==> src/rtl/dma_ch_pkg.sv <==
package dma_ch_pkg;

  parameter int ADDR_W = 32;
  parameter int DATA_W = 32;
  parameter int CNT_W  = 16;
  localparam int REM_W = CNT_W + 1;

  // control word bit positions
  localparam int RUN_BIT  = 31;
  localparam int IRQE_BIT = 30;
  localparam int WIDE_BIT = 26;

  // register selects
  localparam logic [1:0] SEL_SRC = 2'd0;
  localparam logic [1:0] SEL_DST = 2'd1;
  localparam logic [1:0] SEL_CTL = 2'd2;

  typedef enum logic [1:0] {
    XS_IDLE  = 2'd0,
    XS_READ  = 2'd1,
    XS_WRITE = 2'd2
  } xfer_state_e;

  // byte step between units
  function automatic logic [ADDR_W-1:0] unit_step(input logic wide);
    return wide ? ADDR_W'(4) : ADDR_W'(2);
  endfunction

  // clear the low address bits that fall inside one unit
  function automatic logic [ADDR_W-1:0] unit_align(input logic [ADDR_W-1:0] a,
                                                   input logic wide);
    logic [ADDR_W-1:0] m;
    m = wide ? ~ADDR_W'(3) : ~ADDR_W'(1);
    return a & m;
  endfunction

  // a programmed count of zero stands for the full range
  function automatic logic [REM_W-1:0] units_to_move(input logic [CNT_W-1:0] c);
    return (c == '0) ? (REM_W'(1) << CNT_W) : {1'b0, c};
  endfunction

  // narrow units travel on the low lanes with the upper lanes zeroed
  function automatic logic [DATA_W-1:0] unit_lanes(input logic [DATA_W-1:0] d,
                                                   input logic wide);
    return wide ? d : {{(DATA_W-16){1'b0}}, d[15:0]};
  endfunction

endpackage

==> src/rtl/dma_ch_regs.sv <==
module dma_ch_regs
  import dma_ch_pkg::*;
(
  input  logic              clk,
  input  logic              rst_n,
  input  logic              reg_we,
  input  logic [1:0]        reg_sel,
  input  logic [31:0]       reg_wdata,
  input  logic              done_evt,
  output logic [ADDR_W-1:0] src_q,
  output logic [ADDR_W-1:0] dst_q,
  output logic [31:0]       ctl_q,
  output logic              start_evt,
  output logic              stop_evt
);

  logic ctl_wr;
  assign ctl_wr    = reg_we && (reg_sel == SEL_CTL);
  assign start_evt = ctl_wr &&  reg_wdata[RUN_BIT];
  assign stop_evt  = ctl_wr && !reg_wdata[RUN_BIT];

  always_ff @(posedge clk or negedge rst_n) begin
    if (!rst_n) begin
      src_q <= '0;
      dst_q <= '0;
      ctl_q <= '0;
    end else begin
      if (reg_we && reg_sel == SEL_SRC) src_q <= reg_wdata[ADDR_W-1:0];
      if (reg_we && reg_sel == SEL_DST) dst_q <= reg_wdata[ADDR_W-1:0];
      if (ctl_wr) begin
        ctl_q <= reg_wdata;
      end else if (done_evt) begin
        ctl_q[RUN_BIT]    <= 1'b0;
        ctl_q[CNT_W-1:0]  <= '0;
      end
    end
  end

endmodule

==> src/rtl/dma_ch_delay.sv <==
module dma_ch_delay #(
  parameter int START_LAT = 2
) (
  input  logic clk,
  input  logic rst_n,
  input  logic start_evt,
  input  logic stop_evt,
  output logic launch,
  output logic pending
);

  localparam int LW = $clog2(START_LAT + 1);
  localparam logic [LW-1:0] LOAD = LW'(START_LAT);

  logic [LW-1:0] wait_q;

  always_ff @(posedge clk or negedge rst_n) begin
    if (!rst_n)                  wait_q <= '0;
    else if (start_evt)          wait_q <= LOAD;
    else if (stop_evt)           wait_q <= '0;
    else if (wait_q != '0)       wait_q <= wait_q - 1'b1;
  end

  assign pending = (wait_q != '0);
  // the last waiting cycle: the next edge samples the address registers
  assign launch  = (wait_q == LW'(1)) && !start_evt && !stop_evt;

endmodule

==> src/rtl/dma_ch_engine.sv <==
module dma_ch_engine
  import dma_ch_pkg::*;
(
  input  logic              clk,
  input  logic              rst_n,
  input  logic              launch,
  input  logic              abort,
  input  logic [ADDR_W-1:0] src_in,
  input  logic [ADDR_W-1:0] dst_in,
  input  logic [CNT_W-1:0]  cnt_in,
  input  logic              wide_in,
  input  logic              irqe_in,
  input  logic              mem_ready,
  input  logic [DATA_W-1:0] mem_rdata,
  output logic              mem_req,
  output logic              mem_we,
  output logic              mem_size,
  output logic [ADDR_W-1:0] mem_addr,
  output logic [DATA_W-1:0] mem_wdata,
  output logic              busy,
  output logic [REM_W-1:0]  remain,
  output logic              done_evt,
  output logic              irq
);

  xfer_state_e       state_q;
  logic [ADDR_W-1:0] rd_ptr_q, wr_ptr_q;
  logic [DATA_W-1:0] hold_q;
  logic [REM_W-1:0]  rem_q;
  logic              wide_q;
  logic              irq_q;

  assign done_evt = (state_q == XS_WRITE) && mem_ready && (rem_q == REM_W'(1)) && !abort;

  always_ff @(posedge clk or negedge rst_n) begin
    if (!rst_n) begin
      state_q  <= XS_IDLE;
      rd_ptr_q <= '0;
      wr_ptr_q <= '0;
      hold_q   <= '0;
      rem_q    <= '0;
      wide_q   <= 1'b0;
      irq_q    <= 1'b0;
    end else begin
      irq_q <= done_evt && irqe_in;
      if (abort) begin
        state_q <= XS_IDLE;
      end else begin
        case (state_q)
          XS_IDLE: if (launch) begin
            rd_ptr_q <= unit_align(src_in, wide_in);
            wr_ptr_q <= unit_align(dst_in, wide_in);
            rem_q    <= units_to_move(cnt_in);
            wide_q   <= wide_in;
            state_q  <= XS_READ;
          end
          XS_READ: if (mem_ready) begin
            hold_q  <= mem_rdata;
            state_q <= XS_WRITE;
          end
          XS_WRITE: if (mem_ready) begin
            rd_ptr_q <= rd_ptr_q + unit_step(wide_q);
            wr_ptr_q <= wr_ptr_q + unit_step(wide_q);
            rem_q    <= rem_q - 1'b1;
            state_q  <= (rem_q == REM_W'(1)) ? XS_IDLE : XS_READ;
          end
          default: state_q <= XS_IDLE;
        endcase
      end
    end
  end

  assign busy      = (state_q != XS_IDLE);
  assign mem_req   = busy;
  assign mem_we    = (state_q == XS_WRITE);
  assign mem_size  = wide_q;
  assign mem_addr  = (state_q == XS_WRITE) ? wr_ptr_q : rd_ptr_q;
  assign mem_wdata = unit_lanes(hold_q, wide_q);
  assign remain    = rem_q;
  assign irq       = irq_q;

endmodule

==> src/rtl/dma_copy_channel.sv <==
module dma_copy_channel
  import dma_ch_pkg::*;
#(
  parameter int START_LAT = 2
) (
  input  logic              clk,
  input  logic              rst_n,
  input  logic              reg_we,
  input  logic [1:0]        reg_sel,
  input  logic [31:0]       reg_wdata,
  output logic [31:0]       ctrl_view,
  output logic              mem_req,
  output logic              mem_we,
  output logic              mem_size,
  output logic [ADDR_W-1:0] mem_addr,
  output logic [DATA_W-1:0] mem_wdata,
  input  logic [DATA_W-1:0] mem_rdata,
  input  logic              mem_ready,
  output logic              cpu_halt,
  output logic              irq
);

  // named internal events, also used by the bound checker
  logic              start_evt, stop_evt, launch, pending, done_evt, busy;
  logic [ADDR_W-1:0] src_q, dst_q;
  logic [31:0]       ctl_q;
  logic [REM_W-1:0]  remain;

  dma_ch_regs u_regs (
    .clk       (clk),
    .rst_n     (rst_n),
    .reg_we    (reg_we),
    .reg_sel   (reg_sel),
    .reg_wdata (reg_wdata),
    .done_evt  (done_evt),
    .src_q     (src_q),
    .dst_q     (dst_q),
    .ctl_q     (ctl_q),
    .start_evt (start_evt),
    .stop_evt  (stop_evt)
  );

  dma_ch_delay #(.START_LAT(START_LAT)) u_delay (
    .clk       (clk),
    .rst_n     (rst_n),
    .start_evt (start_evt),
    .stop_evt  (stop_evt),
    .launch    (launch),
    .pending   (pending)
  );

  dma_ch_engine u_engine (
    .clk       (clk),
    .rst_n     (rst_n),
    .launch    (launch),
    .abort     (start_evt || stop_evt),
    .src_in    (src_q),
    .dst_in    (dst_q),
    .cnt_in    (ctl_q[CNT_W-1:0]),
    .wide_in   (ctl_q[WIDE_BIT]),
    .irqe_in   (ctl_q[IRQE_BIT]),
    .mem_ready (mem_ready),
    .mem_rdata (mem_rdata),
    .mem_req   (mem_req),
    .mem_we    (mem_we),
    .mem_size  (mem_size),
    .mem_addr  (mem_addr),
    .mem_wdata (mem_wdata),
    .busy      (busy),
    .remain    (remain),
    .done_evt  (done_evt),
    .irq       (irq)
  );

  assign cpu_halt  = busy;
  assign ctrl_view = busy ? {ctl_q[31:CNT_W], remain[CNT_W-1:0]} : ctl_q;

endmodule

==> config.mk <==
export PLATFORM = sky130hd
export DESIGN_NAME = dma_copy_channel
export DESIGN_NICKNAME = d
export VERILOG_FILES = /design/src/rtl/dma_ch_pkg.sv /design/src/rtl/dma_ch_regs.sv /design/src/rtl/dma_ch_delay.sv /design/src/rtl/dma_ch_engine.sv /design/src/rtl/dma_copy_channel.sv
export SDC_FILE = /design/constraint.sdc
export NUM_CORES = 1
export LEC_CHECK = 0
export BUFFER_PORTS_ARGS = -buffer_cell sky130_fd_sc_hd__buf_2
export CAP_MARGIN = 20
export CELL_PAD_IN_SITES_DETAIL_PLACEMENT = 1
export CELL_PAD_IN_SITES_GLOBAL_PLACEMENT = 1
export CORE_ASPECT_RATIO = 0.75
export CORE_MARGIN = 3
export CORE_UTILIZATION = 47
export DETAILED_ROUTE_END_ITERATION = 12
export PLACE_DENSITY_LB_ADDON = 0.2
export SLEW_MARGIN = 10
export SYNTH_ARGS = -nofsm -noshare
export SYNTH_HDL_FRONTEND = slang
export SYNTH_SLANG_ARGS = --single-unit
==> constraint.sdc <==
create_clock -name clk -period 5.7 [get_ports clk]
set_clock_uncertainty 0.2 [all_clocks]
set_input_delay 0.285 -clock clk [delete_from_list [all_inputs] [get_ports clk]]
set_output_delay 0.285 -clock clk [all_outputs]
set_load 0.02 [all_outputs]
==> results by group <==
GRT
  – Antenna violations before repair: 0
  – Largest net degree at the start of global routing: roughly 100
  – Global-route track usage on met1: around two fifths
  – Gr ovfl total: 0
  – Most Crowded Layer GR: met2
  – First-pass GRT wire length: between 50,000 and 60,000 um
  – GRT Total Usage: 28.1%
  – Met3 GRT Util: around 3.7%
  – Met2 track demand over resource: 46.9%
  – Number of global-route vias before repair: 9,951

CTS
  – Number of buffers added by the clock tree synthesis step: 23
  – Root buffer selected by CTS: clkbuf_16
  – Clock Pin Slew Worst Setup and Hold Paths: approximately 60 ps
  – Clock insertion delay at the later pin of the skew report: 520 ps
  – H-Tree Level Count: 1
  – Max Buffers Root-to-Sink: 3
  – Clock tree from TritonCTS: built
  – Post-CTS setup repair buffer count: 0
  – Number of clock sinks seen by CTS: between 200 and 250

Placement
  – HPWL after DPL: roughly 23,000 um
  – Number of buffer cells added on primary ports: about 170
  – Place WS: ~2300 ps
  – GPL Wtd Cong: 0.852

STA
  – Final clock period utilization by the worst path: 59.2%
  – RSZ-0062 raised after global routing: false
  – Final critical-path required period: 3370 ps
  – Endpoints failing setup: 0
  – Hold violation total from the final report: 0
  – Slew @ Worst Pin: 1150 ps
  – Worst Hold Margin: between 80 and 90 ps
  – Pins over their slew limit: 0
  – Worst slew margin relative to its limit: 23.1%
  – Accumulated negative setup slack: 0 ps
  – Max Clock Freq: 297 MHz
  – Post-route worst setup slack: around 2300 ps

Logic synthesis
  – Async set-reset flop share out of synthesis: 100%
  – Largest area contributor in the synthesized netlist: dfrtp_1
  – Commonest cells post-synth: dfrtp_1, nand2_1, mux2_2, nor2_1, a21oi_1
  – Mapped Avg Cell Area: roughly 9.6 sq um
  – Fraction of post-synthesis cell area in the top cell type by area: 48.6%
  – Number of enable flip-flop cells after synthesis: 0
  – Synth Flop Type: dfrtp_1
  – Post-Synthesis Cells: 1,131
  – Yosys cell types: 64
  – Main area contributors after synthesis: dfrtp_1, mux2_2, nand2_1
  – Post-Synthesis Cell Area: ~11,000 sq um
  – Sequential fraction of the synthesis area: just under 50%
  – Yosys reg bits: ~210
  – Most used standard cell by instance count after synthesis: dfrtp_1
  – Number of warnings reported in the yosys synthesis log: 0
  – Mapped Nets: ~1,200

Min path
  – Start point of the worst hold path: reg_sel[0]
  – Destination of the worst hold path: u_regs.ctl_q[29]$_DFFE_PN0N_
  – Class of the worst hold path: in -> reg
  – Hold Path Cell Cnt: 4

Floorplanning
  – Total Die Area: between 20,000 and 30,000 sq um
  – Num ports: ~170
  – Die boundary width: 182 um
  – Die extent in y: around 140 um
  – Num rows: 47
  – Initial core utilization: 48.5%
  – Placeable core region: around 22,000 sq um

Critical path
  – CP required: approximately 5200 ps
  – Worst r2r path cells: 8
  – Cell with the biggest individual delay on the critical path: buf_4
  – Maximum net fanout on the critical path: 93
  – Buffers & Inverters on Critical Path: 3
  – Critical path data arrival time: 2890 ps
  – Dominant delay contributor by cell family on the critical path: buffers and inverters
  – Worst reg2reg endpoint: u_engine.rd_ptr_q[29]$_DFFE_PN0P_
  – Endpoint class of the critical path: primary output
  – CP startpoint kind: flip-flop
  – Maximum single-stage delay on the critical path: between 700 and 800 ps
  – Critical path class: reg -> out
  – FF-to-FF Start: u_engine.mem_size$_DFFE_PN0P_
  – Series of cell instances along the critical path: nand2b_2 -> inv_4 -> buf_4 -> nand2_1 -> nand2_1 -> buf_2
  – Library cell appearing most often on the critical path: nand2_1
  – Worst reg2reg setup slack: around 2400 ps

Cells and area
  – Area of the multi-input gates: about 5000 sq um
  – Number of diodes: 0
  – Final-stage net count: around 1,400
  – Share of layout cells above drive strength 1: 26.0%
  – Sequential standard cell area: approximately 5300 sq um
  – Number of fill cells in the layout: about 2,500
  – Area grow syn2layout: 19.5%

Routing
  – Via-to-Cell Ratio: between 5 and 6
  – WL/cell: ~22 um
  – Total detailed-routing wirelength: between 30,000 and 40,000 um
  – Drt first pass iters: 5
  – Initial detailed-routing violation count: 802
  – Number of remaining DRC errors: 0
  – Via Count: between 9,000 and 10,000
  – Count of antenna-violating nets left after detailed routing: 0

Power
  – Max IR drop VDD: around 0.29 mV
  – P_leak: about 0.0057 uW
  – Power density cells: between 500 and 600 nW/um^2

Flow run
  – Max-cap violation count: 0

Status
  – Result of the run: finished clean
## worst register-to-register path: cells and delay by family (launching register included)
kind | cells | cell delay [ps]
buffers and inverters | 1 | 240
AND/OR/NAND/NOR | 3 | 1120
AO/OA/AOI/OAI | 2 | 440
flip-flops | 1 | 680
adder cells (fa/ha/maj) | 2 | 500
## per-layer routing
metal,share of wire (%),up-vias
li1,-,4346
met1,46,4882
met2,48,275
met3,5.1,50
met4,1.7,0
met5,0,-
## stage by stage
| stage | area, sq um | total power (uW) | util (%) | std cells |
|---|---|---|---|---|
| after floorplan | 10900 | 4670 | - | 1131 |
| after global placement | 11700 | 5460 | 52.0 | 1504 |
| after detailed placement | 11700 | 5590 | 52.0 | 1504 |
| after CTS | 13000 | 7060 | 58.0 | 1604 |
| after global routing | 13000 | 7540 | 58.0 | 1604 |
| final | 13000 | 7080 | 58.0 | 1604 |
## sequential cells by signal, indices dropped and copies added, names as in the netlist
register           flops
u_engine.remain       17
u_engine.state_q       2
u_regs.dst_q          31
u_regs.ctl_q          32
u_engine.mem_size      1
u_engine.irq           1
u_delay.wait_q         2
u_engine.rd_ptr_q     31
u_engine.hold_q       32
u_regs.src_q          31
u_engine.wr_ptr_q     31
## cells in the final DEF (no fill, tap or decap), drive strengths merged, types with 10 or more instances in the layout
master       count
a21oi           57
a22oi           10
a31oi           12
and2            22
and3            12
buf            183
clkbuf          33
dfrtp          211
dlygate4sd3     66
inv             14
mux2           108
nand2          197
nand3           32
nand4           17
nor2            88
nor3            38
o211ai          12
o21ai           50
o22ai           20
## power by group
part	leakage [uW]	switching [uW]	internal, uW
clock	0.000330	592	814
sequential	0.00248	590	2040
combinational	0.00294	1880	1160
total	0.00575	3060	4020
## repair_timing
item                                   4_1_cts  5_1_grt
hold buffers                                66        0
endpoints found under the hold margin      227        0
gates resized for setup                      0        0
## worst max path at each step
stage                                                from                                 to  cells after the start
after floorplan             u_engine.mem_size$_DFFE_PN0P_  u_engine.rd_ptr_q[26]$_DFFE_PN0P_                      6
after global placement                         reg_sel[1]  u_engine.rd_ptr_q[12]$_DFFE_PN0P_                      7
after detailed placement                       reg_sel[1]  u_engine.rd_ptr_q[12]$_DFFE_PN0P_                      7
after CTS                 u_engine.state_q[0]$_DFFE_PN0P_                        mem_addr[7]                      6
after global routing      u_engine.state_q[0]$_DFFE_PN0P_                        mem_addr[7]                      6
final                     u_engine.state_q[0]$_DFFE_PN0P_                        mem_addr[7]                      6
## logic make-up (layout without fill, tap and decap cells)
kind of cell	count (synthesis)	count (layout)	synth area share, %
adder cells (fa/ha/maj)	10	10	1.29
other	1	1	0.0345
multiplexers	109	109	11.3
AND/OR/NAND/NOR	453	453	19.5
XOR/XNOR	1	1	0.0805
AO/OA/AOI/OAI	227	227	13.6
buffers and inverters	119	298	5.71
flip-flops	211	211	48.6
## final cells by class
class                           instances  area share (%)
Timing Repair Buffer                  250            12.5
Sequential cell                       211            40.6
Multi-Input combinational cell        801            38.4
Inverter                               14           0.424
Clock inverter                          2           0.270
Clock buffer                           32            4.92
Tap cell                              294            2.83
Power figures use the tool's default switching activity.
